**src/rtl/adc_rs_pkg.sv**
```systemverilog
package adc_rs_pkg;
  typedef enum logic [1:0] {
    RES_LOW  = 2'b00,
    RES_MID  = 2'b01,
    RES_FULL = 2'b10,
    RES_ALT  = 2'b11
  } res_mode_t;
endpackage

```
**src/rtl/rs_trunc.sv**
```systemverilog
module rs_trunc #(
  parameter int RAW_W = 12
) (
  input  logic [1:0]       mode,
  input  logic [RAW_W-1:0] code_in,
  output logic [RAW_W-1:0] code_out
);
  import adc_rs_pkg::*;
  localparam int LOW_W = RAW_W - 4;
  localparam int MID_W = RAW_W - 2;
  localparam logic [RAW_W-1:0] LOW_MASK = RAW_W'((1 << LOW_W) - 1);
  localparam logic [RAW_W-1:0] MID_MASK = RAW_W'((1 << MID_W) - 1);

  always_comb begin
    unique case (res_mode_t'(mode))
      RES_LOW: code_out = code_in & LOW_MASK;
      RES_MID: code_out = code_in & MID_MASK;
      default: code_out = code_in;
    endcase
  end
endmodule

```
**src/rtl/rs_qualify.sv**
```systemverilog
module rs_qualify #(
  parameter int RAW_W = 12
) (
  input  logic             valid,
  input  logic             cmp_en,
  input  logic             above,
  input  logic [RAW_W-1:0] code,
  input  logic [RAW_W-1:0] thr,
  output logic             commit
);
  logic gt, lt;

  always_comb begin
    gt = code > thr;
    lt = code < thr;
    commit = valid & (~cmp_en | (above ? gt : lt));
  end
endmodule

```
**src/rtl/rs_hold.sv**
```systemverilog
module rs_hold #(
  parameter int RAW_W = 12,
  parameter int OUT_W = 16
) (
  input  logic             clk,
  input  logic             rst,
  input  logic             commit,
  input  logic [RAW_W-1:0] code,
  input  logic             rd,
  input  logic             irq_en,
  output logic [OUT_W-1:0] result,
  output logic             done,
  output logic             irq,
  output logic             overrun
);
  logic done_n;
  logic ovr_n;

  always_comb begin
    done_n = commit | (done & ~rd);
    if (commit & done & ~rd) ovr_n = 1'b1;
    else if (rd)             ovr_n = 1'b0;
    else                     ovr_n = overrun;
  end

  always_ff @(posedge clk) begin
    if (rst) begin
      result  <= '0;
      done    <= 1'b0;
      irq     <= 1'b0;
      overrun <= 1'b0;
    end else begin
      if (commit) result <= OUT_W'(code);
      done    <= done_n;
      irq     <= done_n & irq_en;
      overrun <= ovr_n;
    end
  end

  assert_commit_sets_done_R8: assert property (@(posedge clk) disable iff (rst)
    commit |=> done);
  assert_read_clears_R8: assert property (@(posedge clk) disable iff (rst)
    (rd && !commit) |=> !done);
  assert_hold_when_idle_R7: assert property (@(posedge clk) disable iff (rst)
    !commit |=> $stable(result));
  assert_commit_value_R4: assert property (@(posedge clk) disable iff (rst)
    commit |=> result == OUT_W'($past(code)));
  assert_irq_needs_done_R9: assert property (@(posedge clk) disable iff (rst)
    irq |-> done);
  assert_overrun_cause_R10: assert property (@(posedge clk) disable iff (rst)
    $rose(overrun) |-> ($past(done) && $past(commit)));
endmodule

```
**src/rtl/adc_result_stage.sv**
```systemverilog
module adc_result_stage #(
  parameter int RAW_W = 12,
  parameter int OUT_W = 16
) (
  input  logic             clk,
  input  logic             rst,
  input  logic [RAW_W-1:0] raw_code,
  input  logic             raw_valid,
  input  logic [1:0]       res_sel,
  input  logic             cmp_en,
  input  logic             cmp_above,
  input  logic [RAW_W-1:0] cmp_value,
  input  logic             irq_en,
  input  logic             result_rd,
  output logic [OUT_W-1:0] result,
  output logic             done,
  output logic             irq,
  output logic             overrun
);
  logic [RAW_W-1:0] code_t;
  logic [RAW_W-1:0] thr_t;
  logic             commit;

  rs_trunc #(.RAW_W(RAW_W)) u_trunc_code (
    .mode(res_sel), .code_in(raw_code), .code_out(code_t));

  rs_trunc #(.RAW_W(RAW_W)) u_trunc_thr (
    .mode(res_sel), .code_in(cmp_value), .code_out(thr_t));

  rs_qualify #(.RAW_W(RAW_W)) u_qualify (
    .valid(raw_valid), .cmp_en(cmp_en), .above(cmp_above),
    .code(code_t), .thr(thr_t), .commit(commit));

  rs_hold #(.RAW_W(RAW_W), .OUT_W(OUT_W)) u_hold (
    .clk(clk), .rst(rst), .commit(commit), .code(code_t), .rd(result_rd),
    .irq_en(irq_en), .result(result), .done(done), .irq(irq), .overrun(overrun));

  assert_upper_zero_R3: assert property (@(posedge clk) disable iff (rst)
    result[OUT_W-1:RAW_W] == '0);
  assert_low_mode_width_R2: assert property (@(posedge clk) disable iff (rst)
    (raw_valid && !cmp_en && res_sel == 2'b00) |=> result[RAW_W-1:RAW_W-4] == '0);
  assert_above_reject_R5: assert property (@(posedge clk) disable iff (rst)
    (raw_valid && cmp_en && cmp_above && code_t <= thr_t && !result_rd)
      |=> ($stable(result) && $stable(done) && $stable(overrun)));
  assert_below_reject_R6: assert property (@(posedge clk) disable iff (rst)
    (raw_valid && cmp_en && !cmp_above && code_t >= thr_t && !result_rd)
      |=> ($stable(result) && $stable(done) && $stable(overrun)));
endmodule

```
**config.mk**
```make
export PLATFORM = sky130hd
export DESIGN_NAME = adc_result_stage
export DESIGN_NICKNAME = d
export VERILOG_FILES = /design/src/rtl/adc_rs_pkg.sv /design/src/rtl/rs_trunc.sv /design/src/rtl/rs_qualify.sv /design/src/rtl/rs_hold.sv /design/src/rtl/adc_result_stage.sv
export SDC_FILE = /design/constraint.sdc
export NUM_CORES = 1
export LEC_CHECK = 0
export CAP_MARGIN = 20
export CORE_UTILIZATION = 45
export CTS_CLUSTER_DIAMETER = 120
export DETAILED_ROUTE_END_ITERATION = 10
export DONT_BUFFER_PORTS = 1
export PLACE_DENSITY_LB_ADDON = 0.08
export SYNTH_ARGS = -nofsm -noshare
export SYNTH_HDL_FRONTEND = slang
export SYNTH_HIERARCHICAL = 1
export SYNTH_SLANG_ARGS = --single-unit
```
**constraint.sdc**
```tcl
create_clock -name clk -period 4.7 [get_ports clk]
set_clock_uncertainty 0.15 [all_clocks]
set_input_delay 0.47 -clock clk [delete_from_list [all_inputs] [get_ports clk]]
set_output_delay 0.47 -clock clk [all_outputs]
set_load 0.005 [all_outputs]
```
==> impl_metrics.json, run 1 <==
{
  "status": "complete, no violations",
  "die_w_um": 50.90,
  "p_switching_uw": 70.33,
  "drt-initial-drc-count": 5,
  "finalHoldViolCount": 0,
  "tightest_slew_ps": 1027,
  "muxShareOfSynthArea_pct": 11.16,
  "netlist_area_um2": 1076,
  "maxCapViolCount": 0,
  "timing.rr.end": "u_hold/done",
  "grt.overflow.total": 0,
  "grt_pass1_wl_um": 2642,
  "nets": 152,
  "pin_count": 52,
  "peakVddDrop_mv": 0.1883,
  "synthTopCellsByCount": "buf_4 (20), dfxtp_1 (15), inv_1 (14)",
  "hold_buffers": 0,
  "hpwlAfterDp_um": 1336,
  "path_cells": "and2_2 -> ha_1 -> nand4_1 -> a211oi_1 -> or4_1 -> a31oi_2 -> mux2i_1 -> nor2_1",
  "synth_compound_area_share_pct": 10.93,
  "areaGrowthSynthToFinish_pct": -10.00,
  "synth_top_area_share_pct": 27.91,
  "hold_class": "in2reg",
  "netlist_instances": 122,
  "place_congestion": 0.7461,
  "grtUsageMet2_pct": 22.81,
  "async_flop_share_pct": 0,
  "synth_top_flop_cell": "dfxtp_1",
  "min_path_cells": 1,
  "internal_power_uw": 192.5,
  "grt.busiest_layer": "met2",
  "avgRoutedWirePerCell_um": 12.48,
  "criticalPathCategory": "in2reg",
  "seqPwrFrac_pct": 53.5,
  "num_rows": 17,
  "synthSimpleGateAreaFrac_pct": 13.49,
  "end_kind": "register",
  "via_per_inst": 4.970,
  "crit_slowest_cell": "a31oi_2",
  "cts_tree": "yes",
  "insertion_delay_ps": 280,
  "synth-edff-count": 0,
  "clock-sinks": 15,
  "ctsHtreeMaxLevel": 1,
  "antenna_found_initial": 0,
  "post-cts-setup-buffers": 0,
  "p_leak_nw": 0.4510,
  "yosys-top-cells-area": "dfxtp_1 (28%), buf_4 (14%), ha_1 (14%)",
  "synth_top_cell_by_area": "dfxtp_1",
  "wl_um": 1672,
  "synth-seq-cells": 15,
  "grt_pass1_vias": 646,
  "min_period_over_period_pct": 61.06,
  "critPathLaunchType": "input port",
  "endpoint": "u_hold/result[0]",
  "core_um2": 2233,
  "met1_usage_pct": 15.92,
  "fin_total_pwr_uw": 262.8,
  "yosysSeqAreaShare_pct": 27.91,
  "finalCriticalPeriod_ps": 2870,
  "cts_buffers": 3,
  "synth_adder_area_share_pct": 13.95,
  "slew_viol_final": 0,
  "cp_max_fo": 14,
  "firstDrtPassIters": 3,
  "n_antenna_cell": 0,
  "io_buffers": 0,
  "rrSetupSlack_ps": 3870,
  "rsz0062_at_grt": "no",
  "setup_tns_ps": 0,
  "crit_arrival_ps": 2900,
  "setup_viol": 0,
  "synth_cell_type_count": 27,
  "drive_above_1_share_pct": 9.434,
  "fmax_mhz": 348.5,
  "grt_use_met3_pct": 6.845,
  "yosysWarnings": 6,
  "r2r_start": "u_hold/done",
  "clockPowerShare_pct": 27.5,
  "die_y_um": 50.90,
  "clk_pin_slew_ps": 80,
  "dieArea_um2": 2591,
  "initial_utilization_pct": 48.18,
  "ant_nets": 0,
  "yosysMostFrequentCell": "buf_4",
  "grt_usage_pct": 13.98,
  "cpPeakStageDelay_ps": 850,
  "slew-limit-headroom_pct": 31.31,
  "drc": 0,
  "crit_start": "raw_code[11]",
  "p_per_area_nw_per_um2": 271.4,
  "cp.required_ps": 4730,
  "cts_root_buf": "clkbuf_4",
  "synth_xor_area_share_pct": 0,
  "cts_resized": 0,
  "clockBufferDepth": 2,
  "synth_top_family_by_area": "buffers and inverters",
  "num_vias": 666,
  "swShare_pct": 26.76,
  "grt_start_max_net_pins": 16,
  "comb_power_share_pct": 19.0,
  "avgSynthCellArea_um2": 8.820,
  "ff2ff_path_depth": 2
}
## power groups by stage
stage | Clock [mW] | Sequential (mW) | Combinational (mW)
after CTS | 0.0784 | 0.141 | 0.0506
after global placement | 0 | 0.144 | 0.0498
after global routing | 0.0846 | 0.142 | 0.0583
final | 0.0723 | 0.141 | 0.0499
after detailed placement | 0 | 0.144 | 0.0501
after floorplan | 0 | 0.142 | 0.0609
## stage by stage
step,instances,utilization [%],area (µm²),worst slack [ps],hold WS [ps]
3_5_place_dp,130,42.18,942.2,1490,364.6
2_1_floorplan,125,-,1087,2046,335.0
3_3_place_gp,130,42.18,942.2,1486,356.2
6_report,134,43.36,968.4,1830,95.94
5_1_grt,134,43.36,968.4,1642,63.89
4_1_cts,134,43.36,968.4,1791,79.99
## sequential cells by signal, summed over array words and instances, names as in the netlist
signal          count
u_hold/result      12
u_hold/overrun      1
u_hold/irq          1
u_hold/done         1
## cell families after synthesis
family | after synthesis
flops | 15
other cells | 1
compound gates | 18
mux | 12
buf+inv | 37
simple gates | 27
fa+ha+maj | 12
## worst min path at each step
stage                     start          endpoint  slack [ps]
6_report              result_rd    u_hold/overrun         100
2_1_floorplan  u_hold/result[0]  u_hold/result[0]         330
4_1_cts               result_rd    u_hold/overrun          80
3_5_place_dp   u_hold/result[8]  u_hold/result[8]         360
3_3_place_gp   u_hold/result[6]  u_hold/result[6]         360
5_1_grt                     rst  u_hold/result[4]          60
## critical path, delay by kind of cell
kind	cells	cell delay, ps
AO/OA/AOI/OAI	2	930
AND/OR/NAND/NOR	4	900
multiplexers	1	270
adder cells (fa/ha/maj)	1	320
## layout make-up
class	instances	area (µm²)
Sequential cell	15	300.3
Tap cell	28	35.03
Inverter	14	52.55
Multi-Input combinational cell	73	554.3
Clock buffer	4	26.28
Fill cell	230	1265
## cells in the final DEF, fill, tap and decap left out
cell type / n
mux2i_1: 12
a21oi_1: 8
clkbuf_4: 3
nand2_1: 1
clkbuf_1: 1
a21o_1: 1
or3_1: 1
nor2_1: 12
nand4_1: 3
nor2b_1: 1
o311ai_0: 1
a211oi_1: 1
o21a_1: 4
inv_1: 14
o211ai_2: 1
a31oi_2: 1
dfxtp_1: 15
and2_2: 4
conb_1: 4
nor3_2: 1
nand2b_1: 2
or4_1: 1
nand3_1: 1
ha_1: 12
o21ai_0: 1
## per-layer routing
layer / wire length [µm] / vias up
met5: 0 / -
met4: 11 / 0
met3: 137 / 3
met2: 778 / 29
met1: 744 / 279
li1: - / 355
(Power assumes the default switching activity.)
==> run 2, diff against run 1 <==
Settings changed: ABC_AREA from default to 1.
Clock period 4.7 ns to 2.3 ns, I/O delays scaled along.
==> run 2 against run 1 <==
  * Sequential share of layout area down 5.3 points
  * Via count up 37%
  * Die area grew 6.7%
  * Sequential power up 110%
  * Cell area grew 21%
  * Register-to-register slack got worse by 2500 ps
  * Clock-buffer cell count did not move
  * Synthesized area is 7.0% higher
  * Critical path type unchanged
==> impl_metrics.json, run 2 <==
{
  "status": "complete, no violations",
  "min_period_over_period_pct": 80.63,
  "rsz0062_at_grt": "no",
  "synth-seq-cells": 15,
  "wl_um": 2019,
  "cts_buffers": 3,
  "setup_tns_ps": 0,
  "synth_top_flop_cell": "dfxtp_1",
  "largest_register_ffs": 12,
  "clk_pin_slew_ps": 80,
  "end_kind": "register",
  "cts_root_buf": "clkbuf_4",
  "grt_usage_pct": 16.07,
  "initial_utilization_pct": 49.65,
  "dieArea_um2": 2764,
  "async_flop_share_pct": 0,
  "p_per_area_nw_per_um2": 504.3,
  "ctsHtreeMaxLevel": 1,
  "r2r_start": "u_hold/done",
  "synth_top_cell_by_area": "dfxtp_1",
  "clockBufferDepth": 2,
  "top_register": "u_hold/result",
  "avgSynthCellArea_um2": 6.616,
  "min_to": "u_hold/result[9]",
  "mostFrequentLayoutCells": "nor2_1 (34), inv_1 (34), nand2_1 (28), dfxtp_1 (15), ha_1 (12)",
  "criticalPathCategory": "in2reg",
  "grt_start_max_net_pins": 15,
  "firstDrtPassIters": 3,
  "synthTopCellsByCount": "inv_1 (34), nor2_1 (34), nand2_1 (28)",
  "yosysWarnings": 6,
  "place_congestion": 0.7269,
  "yosys-top-cells-area": "dfxtp_1 (26%), buf_4 (14%), ha_1 (13%)",
  "die_y_um": 52.58,
  "num_rows": 17,
  "cp_max_fo": 9,
  "num_vias": 914,
  "avgRoutedWirePerCell_um": 10.20,
  "maxCapViolCount": 0,
  "cp.required_ps": 2320,
  "drc": 0,
  "timing.rr.end": "u_hold/overrun",
  "slew_viol_final": 0,
  "ff2ff_path_depth": 4,
  "ant_nets": 0,
  "synth_cell_type_count": 21,
  "clock-sinks": 15,
  "p_leak_nw": 0.6891,
  "io_buffers": 0,
  "crit_arrival_ps": 1880,
  "insertion_delay_ps": 280,
  "hpwlAfterDp_um": 1675,
  "grt_pass1_wl_um": 3277,
  "grt.overflow.total": 0,
  "cts_tree": "yes",
  "min_path_cells": 4,
  "n_antenna_cell": 0,
  "yosysSeqAreaShare_pct": 26.09,
  "drive_above_1_share_pct": 7.059,
  "finalCriticalPeriod_ps": 1854,
  "core_um2": 2318,
  "critPathLaunchType": "input port",
  "rrSetupSlack_ps": 1390,
  "nets": 216,
  "netlist_instances": 174,
  "synth_top_area_share_pct": 26.09,
  "hp-start": "raw_code[9]",
  "via_per_inst": 4.616,
  "fin_total_pwr_uw": 588.7,
  "areaGrowthSynthToFinish_pct": 1.413,
  "die_w_um": 52.58,
  "post-cts-setup-buffers": 0,
  "fmax_mhz": 539.3,
  "antenna_found_initial": 0,
  "pin_count": 52,
  "hold_class": "in2reg",
  "grt_pass1_vias": 822,
  "synth-edff-count": 0,
  "netlist_area_um2": 1151,
  "finalHoldViolCount": 0,
  "drt-initial-drc-count": 13,
  "setup_viol": 0,
  "peakVddDrop_mv": 0.3719
}
## run 2: cells by family (layout without fill, tap and decap cells)
logic type / Yosys count / count (layout) / share of synthesized area [%]
adder cells (fa/ha/maj): 12 / 12 / 13.04
flip-flops: 15 / 15 / 26.09
AO/OA/AOI/OAI: 18 / 18 / 8.369
buffers and inverters: 60 / 53 / 27.17
other: 1 / 4 / 0.3258
AND/OR/NAND/NOR: 68 / 68 / 25.00
## run 2: final cells by class
| class | instances | area (µm²) |
|---|---|---|
| inverter | 37 | 138.9 |
| multi-input combinational | 102 | 549.3 |
| sequential | 15 | 300.3 |
| fill | 242 | 1151 |
| clock buffer | 4 | 26.28 |
| tap | 28 | 35.03 |
| timing repair buffer | 12 | 117.6 |
## run 2: worst max-delay path by stage
stage | slack, ps | startpoint | endpoint | cells after the start
2_1_floorplan | 400 | res_sel[1] | u_hold/result[0] | 17
3_3_place_gp | 250 | res_sel[1] | u_hold/irq | 18
3_5_place_dp | 150 | res_sel[1] | u_hold/result[5] | 17
4_1_cts | 450 | res_sel[1] | u_hold/result[5] | 17
5_1_grt | 210 | res_sel[1] | u_hold/result[11] | 17
6_report | 450 | res_sel[1] | u_hold/result[5] | 17
## run 2: stage by stage
step	setup WS, ps	hold slack [ps]	instance area (µm²)	utilization (%)	instances
2_1_floorplan	397.7	142.4	1162	-	177
3_3_place_gp	247.9	143.7	1031	44.47	183
3_5_place_dp	148.4	150.3	1031	44.47	183
4_1_cts	452.9	65.91	1167	50.35	198
5_1_grt	211.6	95.38	1167	50.35	198
6_report	445.6	63.74	1167	50.35	198
## run 2: timing repair
action	in CTS	in global routing
endpoints found under the hold margin	11	0
resized for setup	0	0
hold buffers	11	0
setup endpoints to repair	0	0
## run 2: per-layer routing
| metal | vias to the layer above | routed length (µm) | track usage (%) |
|---|---|---|---|
| li1 | 488 | - | - |
| met1 | 392 | 869 | 18.13 |
| met2 | 34 | 979 | 28.06 |
| met3 | 0 | 170 | 7.826 |
| met4 | 0 | 0 | 1.316 |
| met5 | - | 0 | 0 |
## run 2: report_power, final
group | leakage, nW | switching (mW) | internal, mW
clock network | 0.0150 | 0.0803 | 0.0673
logic | 0.550 | 0.0804 | 0.0621
registers | 0.124 | 0.0165 | 0.282
total | 0.689 | 0.177 | 0.412
## run 2: critical path, stage by stage
cell and delay, ps:
nor2_1 120, nor2_1 70, ha_1 290, nand2_1 60
inv_2 50, nand2_2 50, nor2_2 120, nand2_1 70
nand2_1 60, inv_1 30, nand2_1 50, nand3_1 60
nand2_1 60, inv_1 120, buf_4 180, o21ai_0 200
nor2_1 60
==> run 3, diff against run 2 <==
Settings changed: ABC_AREA 1 to 0.
Clock period 2.3 ns to 1.7 ns, I/O delays scaled along.
==> run 3 against run 2 <==
  * The flow now finishes with violations (hold timing, setup timing)
  * Utilization is 3.0 points higher
  * Critical path depth shrank 7
  * Flip-flop and latch count is the same
  * Routed wire length is 2.4% lower
  * Largest cell class unchanged
==> impl_metrics.json, run 3 (synthesis gave the netlist of run 1 again) <==
{
  "status": "complete, but fails checks",
  "failed_checks": "hold timing, setup timing",
  "setup_tns_ps": -3105,
  "min_path_cells": 1,
  "avgRoutedWirePerCell_um": 13.41,
  "cp_max_fo": 7,
  "end_kind": "register",
  "die_y_um": 50.90,
  "setup_slack_ps": -243.7,
  "finalHoldViolCount": 14,
  "initial_utilization_pct": 48.18,
  "crit_arrival_ps": 1980,
  "p_per_area_nw_per_um2": 681.7,
  "r2r_start": "u_hold/done",
  "highest_layer": "met4",
  "fin_cells": 147,
  "path_cells": "and2_2 -> inv_1 -> ha_4 -> nand4_1 -> a211oi_2 -> or4_4 -> a31oi_4 -> buf_6 -> mux2i_1 -> nor2_1",
  "nets": 165,
  "rsz0062_at_grt": "yes",
  "drc": 0,
  "firstDrtPassIters": 2,
  "dp_cells": 137,
  "crit_slowest_cell": "or4_4",
  "setup_viol": 15,
  "grt_start_max_net_pins": 16,
  "maxCapViolCount": 0,
  "clockBufferDepth": 2,
  "grt.overflow.total": 0,
  "ff2ff_path_depth": 2,
  "core_um2": 2233,
  "grt_pass1_vias": 737,
  "utilization_pct": 53.39,
  "cp.required_ps": 1740,
  "min_to": "u_hold/done",
  "cts_buffers": 3,
  "hold_class": "in2reg",
  "drt-initial-drc-count": 2,
  "hold_buffers": 3,
  "peakVddDrop_mv": 0.4279,
  "timing.rr.end": "u_hold/irq",
  "grt_usage_pct": 16.20,
  "crit_start": "cmp_value[10]",
  "p_leak_nw": 0.5240,
  "dp_slack_ps": -669.0,
  "place_congestion": 0.7220,
  "cpPeakStageDelay_ps": 550,
  "areaGrowthSynthToFinish_pct": 10.81,
  "num_rows": 17,
  "num_vias": 745,
  "die_w_um": 50.90,
  "pin_count": 52,
  "clock-sinks": 15,
  "insertion_delay_ps": 290,
  "n_antenna_cell": 0,
  "cts_tree": "yes",
  "via_per_inst": 5.068,
  "hp-start": "rst",
  "fmax_mhz": 514.5,
  "clk_pin_slew_ps": 100,
  "fillers": 220,
  "mostFrequentLayoutCells": "dfxtp_1 (15), mux2i_1 (12), nor2_1 (12), inv_1 (10)",
  "min_period_over_period_pct": 114.3,
  "route.met2.wl_um": 1029,
  "top_register": "u_hold/result",
  "grt_pass1_wl_um": 3063,
  "ant_nets": 0,
  "ctsHtreeMaxLevel": 1,
  "drt-met1-wl_um": 809,
  "cts_root_buf": "clkbuf_4",
  "io_buffers": 0,
  "holdWs_ps": -221.0,
  "largest_register_ffs": 12,
  "finalCriticalPeriod_ps": 1944,
  "hpwlAfterDp_um": 1482,
  "antenna_found_initial": 0,
  "rrSetupSlack_ps": 830,
  "drive_above_1_share_pct": 32.77,
  "slew_viol_final": 0,
  "dr_wl_met3_um": 98,
  "layout_commonest_cell": "dfxtp_1",
  "wl_um": 1971,
  "critPathLaunchType": "input port",
  "criticalPathCategory": "in2reg",
  "dieArea_um2": 2591
}
==> run 3: worst max path at each step <==
stage,endpoint,slack (ps),cells past startpoint
after floorplan,u_hold/result[8],-590,12
after global placement,u_hold/overrun,-590,10
after detailed placement,u_hold/result[8],-670,9
after CTS,u_hold/result[8],-320,9
after global routing,u_hold/result[9],-310,11
final,u_hold/result[9],-240,10
==> run 3: area by class of cell <==
class	count	area, µm²	share of cell area [%]
sequential	15	300.3	25.18
clock inverter	1	5.005	0.4197
tap	28	35.03	2.938
timing repair buffer	13	112.6	9.444
multi-input combinational	73	659.4	55.30
clock buffer	3	22.52	1.889
inverter	14	57.56	4.827
==> run 3: timing repair <==
action                                  4_1_cts  5_1_grt
endpoints found under the setup margin       15       15
pin swaps                                    12        4
setup buffers                                 3        0
hold endpoints to repair                     15       14
gates resized for setup                      17        2
==> run 3: power breakdown <==
group	switching, mW	total [mW]	leakage [nW]	internal (mW)
Sequential	0.0156	0.389	0.123	0.373
Clock	0.121	0.209	0.0177	0.0875
Combinational	0.0980	0.215	0.383	0.117
Total	0.235	0.813	0.524	0.578
==> run 3: critical path, delay by kind of cell <==
family          cells  cell delay [ps]
mux                 1              200
compound gates      2              240
fa+ha+maj           1              200
buf+inv             2              250
simple gates        4              900
==> run 3: through the flow <==
step | area, µm² | power, mW
3_5_place_dp | 1026 | 0.5667
6_report | 1192 | 0.8129
3_3_place_gp | 1026 | 0.5611
2_1_floorplan | 1122 | 0.5736
5_1_grt | 1192 | 0.8679
4_1_cts | 1180 | 0.8183
==> run 3: per-layer routing <==
layer / GRT usage [%] / vias up
met5: 0 / -
met4: 8.333 / 0
met3: 4.167 / 4
met2: 28.07 / 24
met1: 18.02 / 338
li1: - / 379
